**src/rtl/usb_port_rst_pkg.sv**
```systemverilog
package usb_port_rst_pkg;

    typedef enum logic [1:0] {
        ST_IDLE  = 2'd0,
        ST_DRIVE = 2'd1,
        ST_TERM  = 2'd2
    } rst_state_e;

    localparam logic [1:0] LINE_K = 2'b10;

endpackage

```
**src/rtl/usb_line_decode.sv**
```systemverilog
module usb_line_decode
    import usb_port_rst_pkg::*;
(
    input  logic       power,
    input  logic       connected,
    input  logic       enabled,
    input  logic       dp,
    input  logic       dm,
    output logic [1:0] status,
    output logic       valid,
    output logic       lowspeed
);

    always_comb begin
        status   = power ? {dp, dm} : 2'b00;
        valid    = power && connected && !enabled;
        lowspeed = valid && (status == LINE_K);
    end

endmodule

```
**src/rtl/usb_term_timer.sv**
```systemverilog
module usb_term_timer #(
    parameter int CYC_PER_MS = 60000,
    parameter int TERM_MS    = 2
) (
    input  logic clk,
    input  logic rst_n,
    input  logic run,
    output logic expire
);

    localparam int LIMIT = CYC_PER_MS * TERM_MS;
    localparam int CW    = $clog2(LIMIT + 1);
    localparam logic [CW-1:0] LAST = CW'(LIMIT - 1);

    logic [CW-1:0] cnt;

    always_ff @(posedge clk or negedge rst_n) begin
        if (!rst_n) begin
            cnt <= '0;
        end else if (!run) begin
            cnt <= '0;
        end else if (cnt != LAST) begin
            cnt <= cnt + 1'b1;
        end
    end

    assign expire = run && (cnt == LAST);

endmodule

```
**src/rtl/usb_port_rst_ctl.sv**
```systemverilog
module usb_port_rst_ctl
    import usb_port_rst_pkg::*;
#(
    parameter int CYC_PER_MS = 60000,
    parameter int TERM_MS    = 2
) (
    input  logic       clk,
    input  logic       rst_n,
    input  logic       sw_wr,
    input  logic       sw_rst_bit,
    input  logic       sw_en_bit,
    input  logic       port_power,
    input  logic       connect,
    input  logic       ctl_halted,
    input  logic       line_dp,
    input  logic       line_dm,
    input  logic       phy_hs,
    input  logic       phy_rst_done,
    output logic       phy_bus_rst,
    output logic       port_rst,
    output logic       port_en,
    output logic [1:0] line_status,
    output logic       ls_valid,
    output logic       ls_handoff,
    output logic       fs_handoff,
    output logic       term_timeout
);

    rst_state_e state_q, state_d;
    logic       expire;
    logic       t_start, t_release, t_done, t_expire;
    logic       en_d, fs_d, to_d;

    usb_line_decode u_line (
        .power     (port_power),
        .connected (connect),
        .enabled   (port_en),
        .dp        (line_dp),
        .dm        (line_dm),
        .status    (line_status),
        .valid     (ls_valid),
        .lowspeed  (ls_handoff)
    );

    usb_term_timer #(
        .CYC_PER_MS (CYC_PER_MS),
        .TERM_MS    (TERM_MS)
    ) u_timer (
        .clk    (clk),
        .rst_n  (rst_n),
        .run    (state_q == ST_TERM),
        .expire (expire)
    );

    // transition conditions
    always_comb begin
        t_start   = port_power && (state_q == ST_IDLE) && sw_wr && sw_rst_bit;
        t_release = port_power && (state_q == ST_DRIVE) && sw_wr && !sw_rst_bit && !ctl_halted;
        t_done    = port_power && (state_q == ST_TERM) && phy_rst_done;
        t_expire  = port_power && (state_q == ST_TERM) && !phy_rst_done && expire;
    end

    // next state
    always_comb begin
        state_d = state_q;
        if (!port_power) begin
            state_d = ST_IDLE;
        end else begin
            unique case (state_q)
                ST_IDLE:  if (t_start)              state_d = ST_DRIVE;
                ST_DRIVE: if (t_release)            state_d = ST_TERM;
                ST_TERM:  if (t_done || t_expire)   state_d = ST_IDLE;
                default:                            state_d = ST_IDLE;
            endcase
        end
    end

    // state register
    always_ff @(posedge clk or negedge rst_n) begin
        if (!rst_n) begin
            state_q <= ST_IDLE;
        end else begin
            state_q <= state_d;
        end
    end

    // next values of the registered outputs
    always_comb begin
        en_d = port_en;
        fs_d = 1'b0;
        to_d = term_timeout;
        if (!port_power) begin
            en_d = 1'b0;
            to_d = 1'b0;
        end else begin
            unique case (state_q)
                ST_IDLE: begin
                    if (sw_wr && (sw_rst_bit || !sw_en_bit)) en_d = 1'b0;
                    if (t_start)                             to_d = 1'b0;
                end
                ST_DRIVE: en_d = 1'b0;
                ST_TERM: begin
                    if (t_done) begin
                        en_d = phy_hs;
                        fs_d = !phy_hs;
                    end
                    if (t_expire) to_d = 1'b1;
                end
                default: en_d = 1'b0;
            endcase
        end
    end

    // output registers
    always_ff @(posedge clk or negedge rst_n) begin
        if (!rst_n) begin
            port_en      <= 1'b0;
            fs_handoff   <= 1'b0;
            term_timeout <= 1'b0;
        end else begin
            port_en      <= en_d;
            fs_handoff   <= fs_d;
            term_timeout <= to_d;
        end
    end

    assign phy_bus_rst = port_power && (state_q == ST_DRIVE);
    assign port_rst    = port_power && (state_q != ST_IDLE);

endmodule

```
**config.mk**
```make
export PLATFORM = sky130hd
export DESIGN_NAME = usb_port_rst_ctl
export DESIGN_NICKNAME = d
export VERILOG_FILES = /design/src/rtl/usb_port_rst_pkg.sv /design/src/rtl/usb_line_decode.sv /design/src/rtl/usb_term_timer.sv /design/src/rtl/usb_port_rst_ctl.sv
export SDC_FILE = /design/constraint.sdc
export NUM_CORES = 1
export LEC_CHECK = 0
export BUFFER_PORTS_ARGS = -buffer_cell sky130_fd_sc_hd__buf_2
export CAP_MARGIN = 20
export CORE_UTILIZATION = 47
export DETAILED_ROUTE_END_ITERATION = 10
export PLACE_DENSITY = 0.68
export SETUP_SLACK_MARGIN = 0.3
export SLEW_MARGIN = 0
export SYNTH_ARGS = -nofsm -noshare
export SYNTH_HDL_FRONTEND = slang
export SYNTH_SLANG_ARGS = --single-unit
```
**constraint.sdc**
```tcl
create_clock -name clk -period 1.8 [get_ports clk]
set_clock_uncertainty 0.2 [all_clocks]
set_input_delay 0.18 -clock clk [delete_from_list [all_inputs] [get_ports clk]]
set_output_delay 0.18 -clock clk [all_outputs]
set_load 0.005 [all_outputs]
```
# --- Word level (Yosys, flattened, before mapping) ---
# Cells that the tools add are included.
totals:
  in_bits: 12
  reg_bits: 22
  out_inout_bits: 9
  wordCells: 68
classes:
  add_sub_neg: 1
  n_reduce_logical: 30
  mux: 19
  n_eq_ne: 13
op_table:
  columns: ["cell", "count"]
  rows:
  - ["two-way mux 17 bit", 2]
  - ["adder 17 x 1 -> 17 bit (second input constant)", 1]
  - ["== test 17 bit (second input constant)", 1]
  - ["logical AND 1 bit", 17]
  - ["!= test 17 bit (second input constant)", 1]
  - ["!= test 3 bit (second input constant)", 5]
  - ["two-way mux 2 bit", 5]
  - ["two-way mux 1 bit", 9]
  - ["zero test 1 bit", 6]
  - ["one-hot mux 2 bit (3 select lines)", 1]
  - ["AND reduction 3 bit", 2]
  - ["== test 2 bit (second input constant)", 2]
  - ["one-hot mux 1 bit (2 select lines)", 2]
  - ["!= test 3 x 1 -> 1 bit (second input constant)", 1]
  - ["!= test 3 x 2 -> 1 bit (second input constant)", 1]
  - ["== test 2 x 1 -> 1 bit (second input constant)", 1]
  - ["zero test 2 bit", 1]
  - ["logical OR 1 bit", 2]
  - ["!= test 2 bit (second input constant)", 1]
  - ["AND reduction 2 bit", 1]
  - ["nonzero test 2 bit", 1]

# --- Longest topological paths before layout ---
# Gate-level depths: netlist (run 1).
depth:
  depth_word: 8
  mapped_depth: 6
  depth_no_buf: 5

# --- Cells and area by module ---
# Synthesis (run 1) repeated with hierarchy kept, for this count alone.
unflattened:
  cells_unflattened: 130
  area_unflattened_um2: 1249.9
by_module_without_submodules:
  columns: ["mod", "area_per_inst_um2", "cells_each", "n_inst", "seq_area_each_um2"]
  rows:
  - ["usb_term_timer", 928.4, 97, 1, 425.4]
  - ["usb_port_rst_ctl", 284.0, 28, 1, 125.1]
  - ["usb_line_decode", 37.5, 5, 1, 0.0]

# --- Least setup slack after synthesis (run 1) ---
# Ideal clock, no wire load.
synth_path:
  kind: "reg2reg"
  start: "register u_timer.cnt[0]"
  end: "register u_timer.cnt[16]"
  path_stages_with_launch: 7
  slack_ns: 0.031
  setup_time_ns: 0.078
  period_less_slack_ns: 1.769
  arrival_time_ns: 1.491
  required_ns: 1.522
  path_buffers: 1
  path_cell_list: "dfrtp_1 -> ha_1 -> and3_1 -> buf_2 -> nand3_2 -> or4_1 -> a21oi_1"
synth_via:
  elab_chain_len: 3
  elab_cells_between_ends: 5
  cone_classes: "add/sub: 1; eq/ne: 2; mux: 2"
synth_rtl:
  columns: ["item", "line_no", "text"]
  rows:
  - ["start, declared", "usb_term_timer.sv:15", "logic [CW-1:0] cnt;"]
  - ["start signal, assigned", "usb_term_timer.sv:23", "cnt <= cnt + 1'b1;"]
  - ["adder 17 x 1 -> 17 bit", "usb_term_timer.sv:23", null]
  - ["two-way mux 17 bit", "usb_term_timer.sv:22", "end else if (cnt != LAST) begin"]
  - ["two-way mux 17 bit", "usb_term_timer.sv:20", "end else if (!run) begin"]
# Parallel ways exist; a longest one is shown, timed or not. The select of a mux whose other input is x is not followed.
# A chain may end at the register's enable or synchronous reset.

# --- Final worst setup path (run 1) ---
layout_path:
  start: "register u_timer.cnt[8]"
  end: "register term_timeout"
layout_via:
  elab_chain_len: 5
layout_rtl:
  columns: ["item", "line_no", "text"]
  rows:
  - ["== test 17 bit", "usb_term_timer.sv:27", "assign expire = run && (cnt == LAST);"]
  - ["logical AND 1 bit", "usb_term_timer.sv:27", null]
  - ["logical AND 1 bit", "usb_port_rst_ctl.sv:60", "t_expire = port_power && (state_q == ST_TERM) && !phy_rst_done && expire;"]
  - ["!= test 3 bit (no line)", null, null]
  - ["AND reduction 3 bit (no line)", null, null]
  - ["end signal, assigned", "usb_port_rst_ctl.sv:123", "term_timeout <= to_d;"]
  - ["end, declared", "usb_port_rst_ctl.sv:26", "output logic term_timeout"]
# No other way between the ends.

==> results of run 1 <==
state kept, by name, summed over array words and instances, names as in the netlist:
register	cells
term_timeout	1
port_en	1
u_timer.cnt	17
fs_handoff	1
state_q	2
path summary, 6_finish.rpt:
path | from | end | slack, ns | depth (start not counted)
setup / recovery | u_timer.cnt[8]$_DFFE_PN0N_ | term_timeout$_DFFE_PN0P_ | 0.02 | 4
hold / removal | ctl_halted | state_q[0]$_DFFE_PN0P_ | 0.05 | 4
setup reg to reg | u_timer.cnt[8]$_DFFE_PN0N_ | term_timeout$_DFFE_PN0P_ | 0.02 | 4
hold reg to reg | term_timeout$_DFFE_PN0P_ | term_timeout$_DFFE_PN0P_ | 0.38 | 2
max in group asynchronous | rst_n | state_q[1]$_DFFE_PN0P_ | 0.91 | 2
min in group asynchronous | rst_n | u_timer.cnt[13]$_DFFE_PN0N_ | 0.14 | 2
layout make-up:
class | count | area [sq um] | area share [%]
Timing Repair Buffer | 57 | 423 | 23.2
Tap cell | 30 | 37.5 | 2.06
Clock buffer | 4 | 36.3 | 1.99
Multi-Input combinational cell | 100 | 768 | 42.1
Sequential cell | 22 | 553 | 30.3
Inverter | 2 | 7.51 | 0.411
worst max-delay path, delay by kind of cell, from the launching register on:
kind	cells	cell delay, ns
flops	1	0.45
compound gates	1	0.15
simple gates	3	0.93
cells by family after synthesis:
family	count (synthesis)	synth area share [%]
xor+xnor	4	2.86
simple gates	64	30.6
compound gates	30	15.6
mux	1	0.817
fa+ha+maj	1	1.02
buf+inv	8	4.09
flops	22	44.9
repair_timing:
| action | in CTS | in global routing |
|---|---|---|
| hold endpoints to repair | 27 | 0 |
| setup endpoints to repair | 21 | 24 |
| gates cloned | 0 | 0 |
| setup buffers | 8 | 6 |
| pin swaps | 5 | 19 |
| hold buffers | 6 | 0 |
| resized for setup | 11 | 28 |
cell usage after synthesis, drive strengths merged (4+ instances only):
library cell,n
a21oi,7
and2,4
or4,5
nand4,4
nand3,8
xor2,4
and3,5
nor2,10
o21ai,8
dfrtp,22
buf,4
a31oi,4
nand2,14
power by group:
group	leakage, uW	internal (uW)	total (uW)	switching (uW)
Clock	0.0000210	124	284	160
Combinational	0.000484	36.3	70.9	34.7
Sequential	0.000303	496	498	1.46
stage by stage:
step	worst slack [ns]	area, sq um	instances	utilization, %
detailed placement	0.00390	1490	191	60.0
global placement	0.0513	1490	191	60.0
CTS	0.0719	1670	209	67.4
floorplan	0.0721	1280	130	-
finish	0.0184	1830	215	73.7
global route	-0.0749	1830	215	73.7
routing by layer:
metal	track usage (%)	wire length (microns)
met2	43.9	1660
met3	2.59	107
met1	29.1	1380
met4	7.89	63
met5	0	0
==> reports/results.txt, run 1 <==
Relative to the synthesized area, the layout overhead comes to 49.0%. The via count normalized by instance count is 5.73. Setup repair after global routing could not meet its margin everywhere. The number of distinct standard cells referenced by the synthesized netlist is 40. The flow ran to the end, and the final reports show no timing, DRC or antenna violations. For the final routed database, the setup TNS stands at 0 ns. STA classifies the critical path endpoint as a register. The slowest stage of the critical path belongs to the cell sky130_fd_sc_hd__dfrtp_1. For the count of standard-cell rows, the log shows 18. Data arrives at the worst endpoint at 1.83 ns. For the total count of max-transition violations in the final report, the log shows 0.

In this run the power density over the cells is 467 nW/um^2. Data on the critical path is required at its endpoint by 1.85 ns. The library cell used most frequently in the layout, excluding fill and tap cells, is sky130_fd_sc_hd__buf_4.

The fraction of final layout cells sized beyond drive strength 1 came out at 46.5%. The logs give 67.6% for the relative slew slack and 0.31 ns for the clock latency reported for the late side of the worst-skew pair. Along the worst path, the maximum fanout reaches 3. The number of instances in the synthesized netlist was 130; the static leakage was 0.000808 uW. The proportion of netlist area held by the largest area contributor is 44.9%, and the number of register bits inferred by synthesis is 22. Number of antenna violations at the first check in global routing: 0. Yosys mapped a number of flops with a built-in enable equal to 0. The floorplan step set the die width to 53.1 microns.

Synthesis produced a netlist with a net count of 143. By area the synthesized netlist is led by sky130_fd_sc_hd__dfrtp_1, sky130_fd_sc_hd__nand2_1, sky130_fd_sc_hd__o21ai_0, sky130_fd_sc_hd__nor2_1, sky130_fd_sc_hd__or4_1. The classification of the worst-slack hold path is primary input to register. The count of port buffers added during placement is 20, and the async set or reset register ratio after synthesis is 100%. Clock sink count: 22. The delay of the slowest cell on the worst path works out to 0.45 ns. For this run, the leading register cell type out of synthesis is sky130_fd_sc_hd__dfrtp_1. The global route total overflow was 0.

The die covers 2810 sq um. The first routing iteration left 32 violations. TritonCTS built the clock tree. Entering global routing, the biggest net connects 23 pins.

Critical path startpoint category: a register. Across all hold checks on the routed design, the worst slack comes to 0.0450 ns. The critical path in this run is classified as register to register.

The placed wire-length estimate after detailed placement was 2040 microns. In the layout the commonest cells are sky130_fd_sc_hd__buf_4, sky130_fd_sc_hd__dfrtp_1, sky130_fd_sc_hd__buf_2. Before antenna repair, the detailed router went through 4 iterations. Top cell type by total area after synthesis: sky130_fd_sc_hd__dfrtp_1. The number of setup violations in the final report was 0; the wire length of the first global-routing pass was 4910 microns. The routed design has 3220 microns of wire. In this run the remaining antenna-violating nets after routing total 0.

Once the floorplan was initialized, standard cells occupied 49.4% of the core. For the number of warnings printed during yosys synthesis, the log shows 0. Dividing the synthesized area by the synthesized cell count gives 9.42 sq um.

The region available for standard cell placement spans 2480 sq um. For this design the top-level I/O count stands at 21. The number of global-route vias before repair is 1148, and the final routed wire length divided by cell count is 15.0 microns. The logs give 1 for the H-tree depth and 3 for the clock buffer count from CTS. The die is 53.1 microns tall. In this run the clock root is driven by a sky130_fd_sc_hd__clkbuf_4.

Routability-driven placement finished with a final weighted congestion of 0.885. The count of maximum capacitance violations is 0, and the total global routing track utilization is 24.1%. The clock passes through at most 2 buffers. The final-report hold violation count came out at 0. The final route contains 1231 vias. For the worst IR drop on VDD, the log shows 0.000414 V. The signal on the critical path passes through nor4b_4 > nand3_1 > or4_1 > a21boi_1. The number of diodes added for antenna fixing was 0. The number of fill cells in the layout came out at 188. The tools report the sequential fraction of the synthesis area as 44.9%.

Summing internal, switching and leakage power gives 852 uW. The tools report the cell area after technology mapping as 1220 sq um. Dividing the final minimum period by the clock period gives 99.0%. Clock-pin slew was measured on the worst setup and hold paths at 0.13 ns. For this run, the top clock speed supported by timing is 561 MHz. After layout, the minimum clock period comes to 1.78 ns. For this run, design rule violations remaining after detail routing come to 0.

The final layout contains 199 nets. At the pin with the least slew margin, the transition time is 0.486 ns.
No activity file was read; power rests on OpenSTA's default activity.
==> run 2, diff against run 1 <==
==> constraint.sdc (replaced) <==
create_clock -name clk -period 1.8 [get_ports clk]
set_clock_uncertainty 0.2 [all_clocks]
set_input_delay 0.54 -clock clk [delete_from_list [all_inputs] [get_ports clk]]
set_output_delay 0.54 -clock clk [all_outputs]
set_load 0.005 [all_outputs]
==> run 2 against run 1 <==
  * The flow now finishes with violations (negative setup slack)
  * Fmax decreased by 5.5%
  * Total power increased by 15%
  * Final area increased by 9.3%
  * Sequential power about the same
  * Worst setup slack got worse by 0.10 ns
  * Cell count increased by 2.3%
  * Wire length increased by 11%
  * Hold slack improved by 0.13 ns
  * First-iteration DRC count decreased by 41%
  * Largest power group unchanged
  * Highest routed layer unchanged
==> reports/results.txt, run 2 (synthesis gave the netlist of run 1 again) <==
Port buffering added 20 buffers. Ranked by flip-flop count, first place goes to u_timer.cnt. Global routing consumed, over all layers together, 27.0% of the routing resources.

The worst setup path is launched from a register. The tools report the maximum number of pins on one net before global-route repair as 23. The final setup slack of the worst path is -0.0852 ns. Endpoint class of the critical path: an output port.

The maximum buffer depth of the clock tree is 2, and the starting utilization of the core area is 49.4%. The critical path is of the register to output port type. The power density normalized to cell area is 489 nW/um^2, and the H-tree depth is 1. The run gives 0 as the number of remaining DRC errors.

The run gives 2240 microns as the placed wire-length estimate after detailed placement. Data on the critical path is required at its endpoint by 1.06 ns. The total count of max-transition violations in the final report is 0, and the clock buffer count from CTS is 3. The final reports fail on negative setup slack. TritonCTS built the clock tree. Max-cap violations in this run came to 0. Static timing analysis puts the maximum clock frequency at 530 MHz. The final layout contains 204 nets. Setup repair after global routing could not meet its margin everywhere. Measured against its own limit, the worst slew margin works out to 65.9%.

The number of iterations in the first detailed-routing pass came out at 4. Summed over all layers, the global routing overflow is 0. For this design the top-level I/O count stands at 21. The worst slack at placement was -0.0845 ns. In the final routed layout, each cell accounts on average for 16.3 microns.

The register with the most flip-flops in the layout has 17 of them. The cell with the largest stage delay on the worst path was sky130_fd_sc_hd__dfrtp_2. Setup violations remaining at the end of the flow were counted as 5. The overall die height is 53.1 microns, and the clock-pin slew of the registers on the worst-case setup and hold paths is 0.13 ns. The classification of the worst-slack hold path was primary input to register.

Slew at the pin closest to its max-slew limit: 0.511 ns. The clock sink count is 22. The count of standard-cell rows is 18. The post-route netlist has 58.9% of its cells at a drive strength greater than 1. From left edge to right edge, the die measures 53.1 microns. In the final layout, the registers with the most flip-flops are u_timer.cnt x17, state_q x2. The final-report hold violation count is 0, and the synthesis-to-finish area growth is 62.9%.

The region available for standard cell placement spans 2480 sq um. For the number of antenna violations at the first check in global routing, the log shows 0. The part of the cycle the worst path needs came out at 105%. For this run, the slowest stage of the critical path takes 0.46 ns. The number of global-route vias before repair came out at 1189. For the finished layout, the period the worst path requires is 1.89 ns. In the layout the commonest cells are sky130_fd_sc_hd__buf_4, sky130_fd_sc_hd__dfrtp_1, sky130_fd_sc_hd__buf_2, sky130_fd_sc_hd__buf_6, sky130_fd_sc_hd__nand2_1. The signal on the critical path passes through nor4b_4 > buf_2.

At the end of routability-driven placement, the weighted congestion stood at 0.742. The static leakage came out at 0.000854 uW. The total number of vias came out at 1264.

The root buffer selected by CTS is sky130_fd_sc_hd__clkbuf_4. The number of diodes added for antenna fixing is 0. The via count normalized by instance count was 5.75; the wire length of the first global-routing pass was 5380 microns. Worst IR drop on VDD: 0.000396 V.

For this block, the initial DRC count from the detailed router was 19. The logs give 2810 sq um for the area enclosed by the die boundary and 3580 microns for the routed wire length. The later pin in the worst-skew pair is clocked with a latency of 0.32 ns.

The library cell used most frequently in the layout, excluding fill and tap cells, is sky130_fd_sc_hd__buf_4. The maximum fanout encountered on the critical timing path was 4; the final antenna-violating net count was 0. The data arrival time of the critical path was 1.15 ns. The flow ran to the end, but the final reports show violations. The minimum hold slack was 0.171 ns.
[run 2: cell types whose count changed in the layout (fill, tap and decap cells not counted), sizes merged]
cell         delta
clkbuf          -1
buf            +10
bufinv          +1
dlygate4sd3     -5
[run 2: repair_timing]
action / CTS / global route
gates resized for setup: 45 / 16
pin swaps: 18 / 10
buffers inserted: 15 / 4
hold buffers: 1 / 0
setup endpoints to repair: 27 / 28
hold endpoints to repair: 22 / 0
cloned: 0 / 0
[run 2: metal layers]
metal / vias to the layer above / global-route usage (%) / part of all wire, %
met4: 0 / 11.4 / 1.4
li1: 603 / - / -
met1: 628 / 32.4 / 44
met5: - / 0 / 0
met3: 5 / 3.45 / 2.1
met2: 28 / 47.9 / 53
[run 2: final timing paths]
check	to	cells past startpoint	startpoint	slack [ns]
min in group asynchronous	u_timer.cnt[4]$_DFFE_PN0N_	2	rst_n	0.50
max in group asynchronous	u_timer.cnt[8]$_DFFE_PN0N_	2	rst_n	0.53
hold reg to reg	term_timeout$_DFFE_PN0P_	2	term_timeout$_DFFE_PN0P_	0.38
setup / recovery	ls_handoff	2	port_en$_DFFE_PN0P_	-0.09
hold / removal	fs_handoff$_DFF_PN0_	2	phy_hs	0.17
setup reg to reg	term_timeout$_DFFE_PN0P_	6	u_timer.cnt[0]$_DFFE_PN0N_	-0.04
[run 2: area by class of cell]
type                    instances  area [sq um]
clock buffers                   3          22.5
repair buffers                 62           494
clock inverters                 1          30.0
inverters                       2          7.51
well taps                      30          37.5
flip-flops and latches         22           556
fillers                       141           482
multi-input cells             100           848
[run 2: stage by stage]
| stage | cells | total power, uW | utilization [%] | TNS [ns] | cell area, sq um |
|---|---|---|---|---|---|
| floorplan | 130 | 527 | - | 0 | 1310 |
| global placement | 196 | 568 | 62.5 | -0.0618 | 1550 |
| detailed placement | 196 | 570 | 62.5 | -0.113 | 1550 |
| CTS | 216 | 981 | 77.2 | -0.209 | 1910 |
| global route | 220 | 1010 | 80.6 | -0.552 | 2000 |
| finish | 220 | 976 | 80.6 | -0.285 | 2000 |
[run 2: worst max-delay path: cells and delay by family, from the launching register on]
family        cells  cell delay (ns)
buf+inv           1             0.15
flops             1             0.46
simple gates      1             0.21
[run 2: where the power goes]
group,internal [uW],switching [uW]
clock,225,167
sequential,496,1.45
combinational,47.0,38.8
==> run 3, diff against run 2 <==
==> constraint.sdc (replaced) <==
create_clock -name clk -period 1.8 [get_ports clk]
set_clock_uncertainty 0.2 [all_clocks]
set_input_delay 0.54 -clock clk [delete_from_list [all_inputs] [get_ports clk]]
set_output_delay 0.54 -clock clk [all_outputs]
set_load 0.05 [all_outputs]
==> run 3 against run 2 <==
  * The run still ends with negative setup slack left
  * Non-clock buffer count grew 4
  * Global-route usage shrank 1.5 points
  * Total power shrank 7.3%
  * Flip-flop and latch count is the same
  * Register-to-register slack gained 0.03 ns
  * Worst setup slack lost 0.056 ns
  * Critical path type unchanged
==> reports/results.txt, run 3 (synthesis gave the netlist of run 1 again) <==
In this run, placement finished with an instance count of 196. The count of maximum capacitance violations was 0; the fmax was 515 MHz. The relative slew slack is 67.0%, and the number of nets in the layout is 208. The data arrival time of the critical path came out at 1.20 ns. Number of remaining DRC errors: 0. The routed wire length came out at 3750 microns.

The first detailed-routing pass ran for 4 iterations. The tools report the initial DRC count as 18. Ranked by flip-flop count, first place goes to u_timer.cnt. TritonCTS built the clock tree. Clock-pin slew was measured on the worst setup and hold paths at 0.13 ns.

Part of the cycle the worst path needs: 108%. The logs give -0.259 ns for the worst slack at placement and 1 for the H-tree depth. In the final layout, the share of cells above drive strength 1 is 58.8%. The logs give 0.186 ns for the minimum hold slack and 18 for the count of standard-cell rows.

The overall die width was 53.1 microns; the placed wire-length estimate after detailed placement was 2220 microns. The area after detailed placement was 1620 sq um; the worst IR drop on VDD was 0.000524 V. The origin of the worst min-delay path is phy_hs.

The maximum fanout encountered on the critical timing path is 3. The flow ran to the end, but the final reports show violations. The worst hold path belongs to the class primary input to register. Dividing total power by cell area gives a power density of 435 nW/um^2. Clock buffer count from CTS: 3.

For the placer congestion estimate, the log shows 0.767. Setup violations remaining at the end of the flow were counted as 7. From synthesis to final layout, the design area changed by 70.0%. In the final layout, the registers with the most flip-flops are u_timer.cnt x17, state_q x2. The tools report the non-filler instance count after layout as 224. The clock reaches the later pin of the worst-skew pair after 0.31 ns. The final setup slack of the worst path came out at -0.141 ns.

The cell count of the worst hold path was 2. No sink is reached through more buffers than the 2 on the longest clock path. The number of diodes added for antenna fixing is 0. In the layout the commonest cells are sky130_fd_sc_hd__buf_4, sky130_fd_sc_hd__dfrtp_1, sky130_fd_sc_hd__buf_6. The total global routing track utilization came out at 25.6%. The floorplan step set the die height to 53.1 microns. STA classifies the critical path endpoint as an output port.

The analysis attributes to cell leakage a power of 0.000873 uW. The critical path startpoint category was a register. The timing startpoint of the critical path was port_en$_DFFE_PN0P_. The final reports fail on negative setup slack.

The register with the most flip-flops in the layout has 17 of them. The time the final worst path needs with I/O delays and setup is 1.94 ns. The worst register-to-register path begins at u_timer.cnt[1]$_DFFE_PN0N_. The number of antenna violations at the first check in global routing came out at 0. The tools report the global route total overflow as 0. 21 I/O pins were placed.

Dividing the detail-routed wire length by the instance count gives 16.8 microns. The tools report the final instance area as 2080 sq um. The worst setup path is of the register to output port kind. For the worst setup path, the data required time is 1.06 ns. Setup repair after global routing could not meet its margin everywhere.

The total number of vias is 1292. Input and output buffers added on the ports amount to 20. For the starting utilization of the core area, the log shows 49.4%.

For the sum of internal, switching and leakage power, the log shows 905 uW. Total count of max-transition violations in the final report: 0. The final antenna-violating net count is 0. The clock net in this run drives a total of 22 sinks.

The via count normalized by instance count was 5.77; the slew at the pin closest to its max-slew limit was 0.494 ns. Area enclosed by the die boundary: 2810 sq um. Root buffer selected by CTS: sky130_fd_sc_hd__clkbuf_4. Entering global routing, the biggest net connects 23 pins.

The first global-routing pass estimated 5240 microns of wire. The final-report hold violation count came out at 0. The region available for standard cell placement spans 2480 sq um.

Counting cells, the worst reg-to-reg path comes to 5. The commonest non-fill, non-tap cell in the layout was sky130_fd_sc_hd__buf_4. The tools report the number of global-route vias before repair as 1203.
run 3: cell count changes in the layout (fill, tap and decap cells not counted), sizes merged:
| cell | delta |
|---|---|
| clkbuf | +1 |
| buf | +4 |
| bufinv | -1 |
run 3: worst paths after layout:
check	end	slack [ns]
max	ls_handoff	-0.14
min	fs_handoff$_DFF_PN0_	0.19
max reg2reg	term_timeout$_DFFE_PN0P_	-0.01
min reg2reg	port_en$_DFFE_PN0P_	0.32
max in group asynchronous	state_q[0]$_DFFE_PN0P_	0.53
min in group asynchronous	u_timer.cnt[16]$_DFFE_PN0N_	0.51
run 3: where the power goes:
part           switching [uW]  internal [uW]  total [uW]  leakage [uW]
clock                     162            123         285     0.0000210
sequential               2.76            496         499      0.000304
combinational            61.6           58.7         120      0.000549
run 3: worst max-delay path, stage by stage, from the launching register on:
cell and delay [ns]:
sky130_fd_sc_hd__dfrtp_2 0.46, sky130_fd_sc_hd__nor4b_4 0.24, sky130_fd_sc_hd__buf_6 0.19
run 3: repair_timing:
item,CTS,global route
cloned,0,0
buffers inserted,14,9
pin swaps,13,12
gates resized for setup,50,18
hold endpoints to repair,22,0
setup endpoints to repair,26,27
hold buffers,1,0
run 3: layer usage:
| layer | up-vias | GRT usage [%] | part of all wire, % |
|---|---|---|---|
| li1 | 615 | - | - |
| met3 | 8 | 4.31 | 4.2 |
| met2 | 44 | 46.4 | 54 |
| met5 | - | 0 | 0 |
| met1 | 625 | 30.9 | 40 |
| met4 | 0 | 6.14 | 1.4 |
run 3: stage by stage:
stage | util (%) | TNS [ns]
floorplan | - | -0.328
global placement | 65.6 | -0.884
detailed placement | 65.6 | -0.958
CTS | 78.3 | -0.345
global route | 84.0 | -0.786
finish | 84.0 | -0.489
run 3: area by class of cell:
cell class                      instances  area [sq um]
Timing Repair Buffer                   66           593
Tap cell                               30          37.5
Inverter                                2          7.51
Fill cell                             120           395
Clock buffer                            4          36.3
Multi-Input combinational cell        100           855
Sequential cell                        22           553
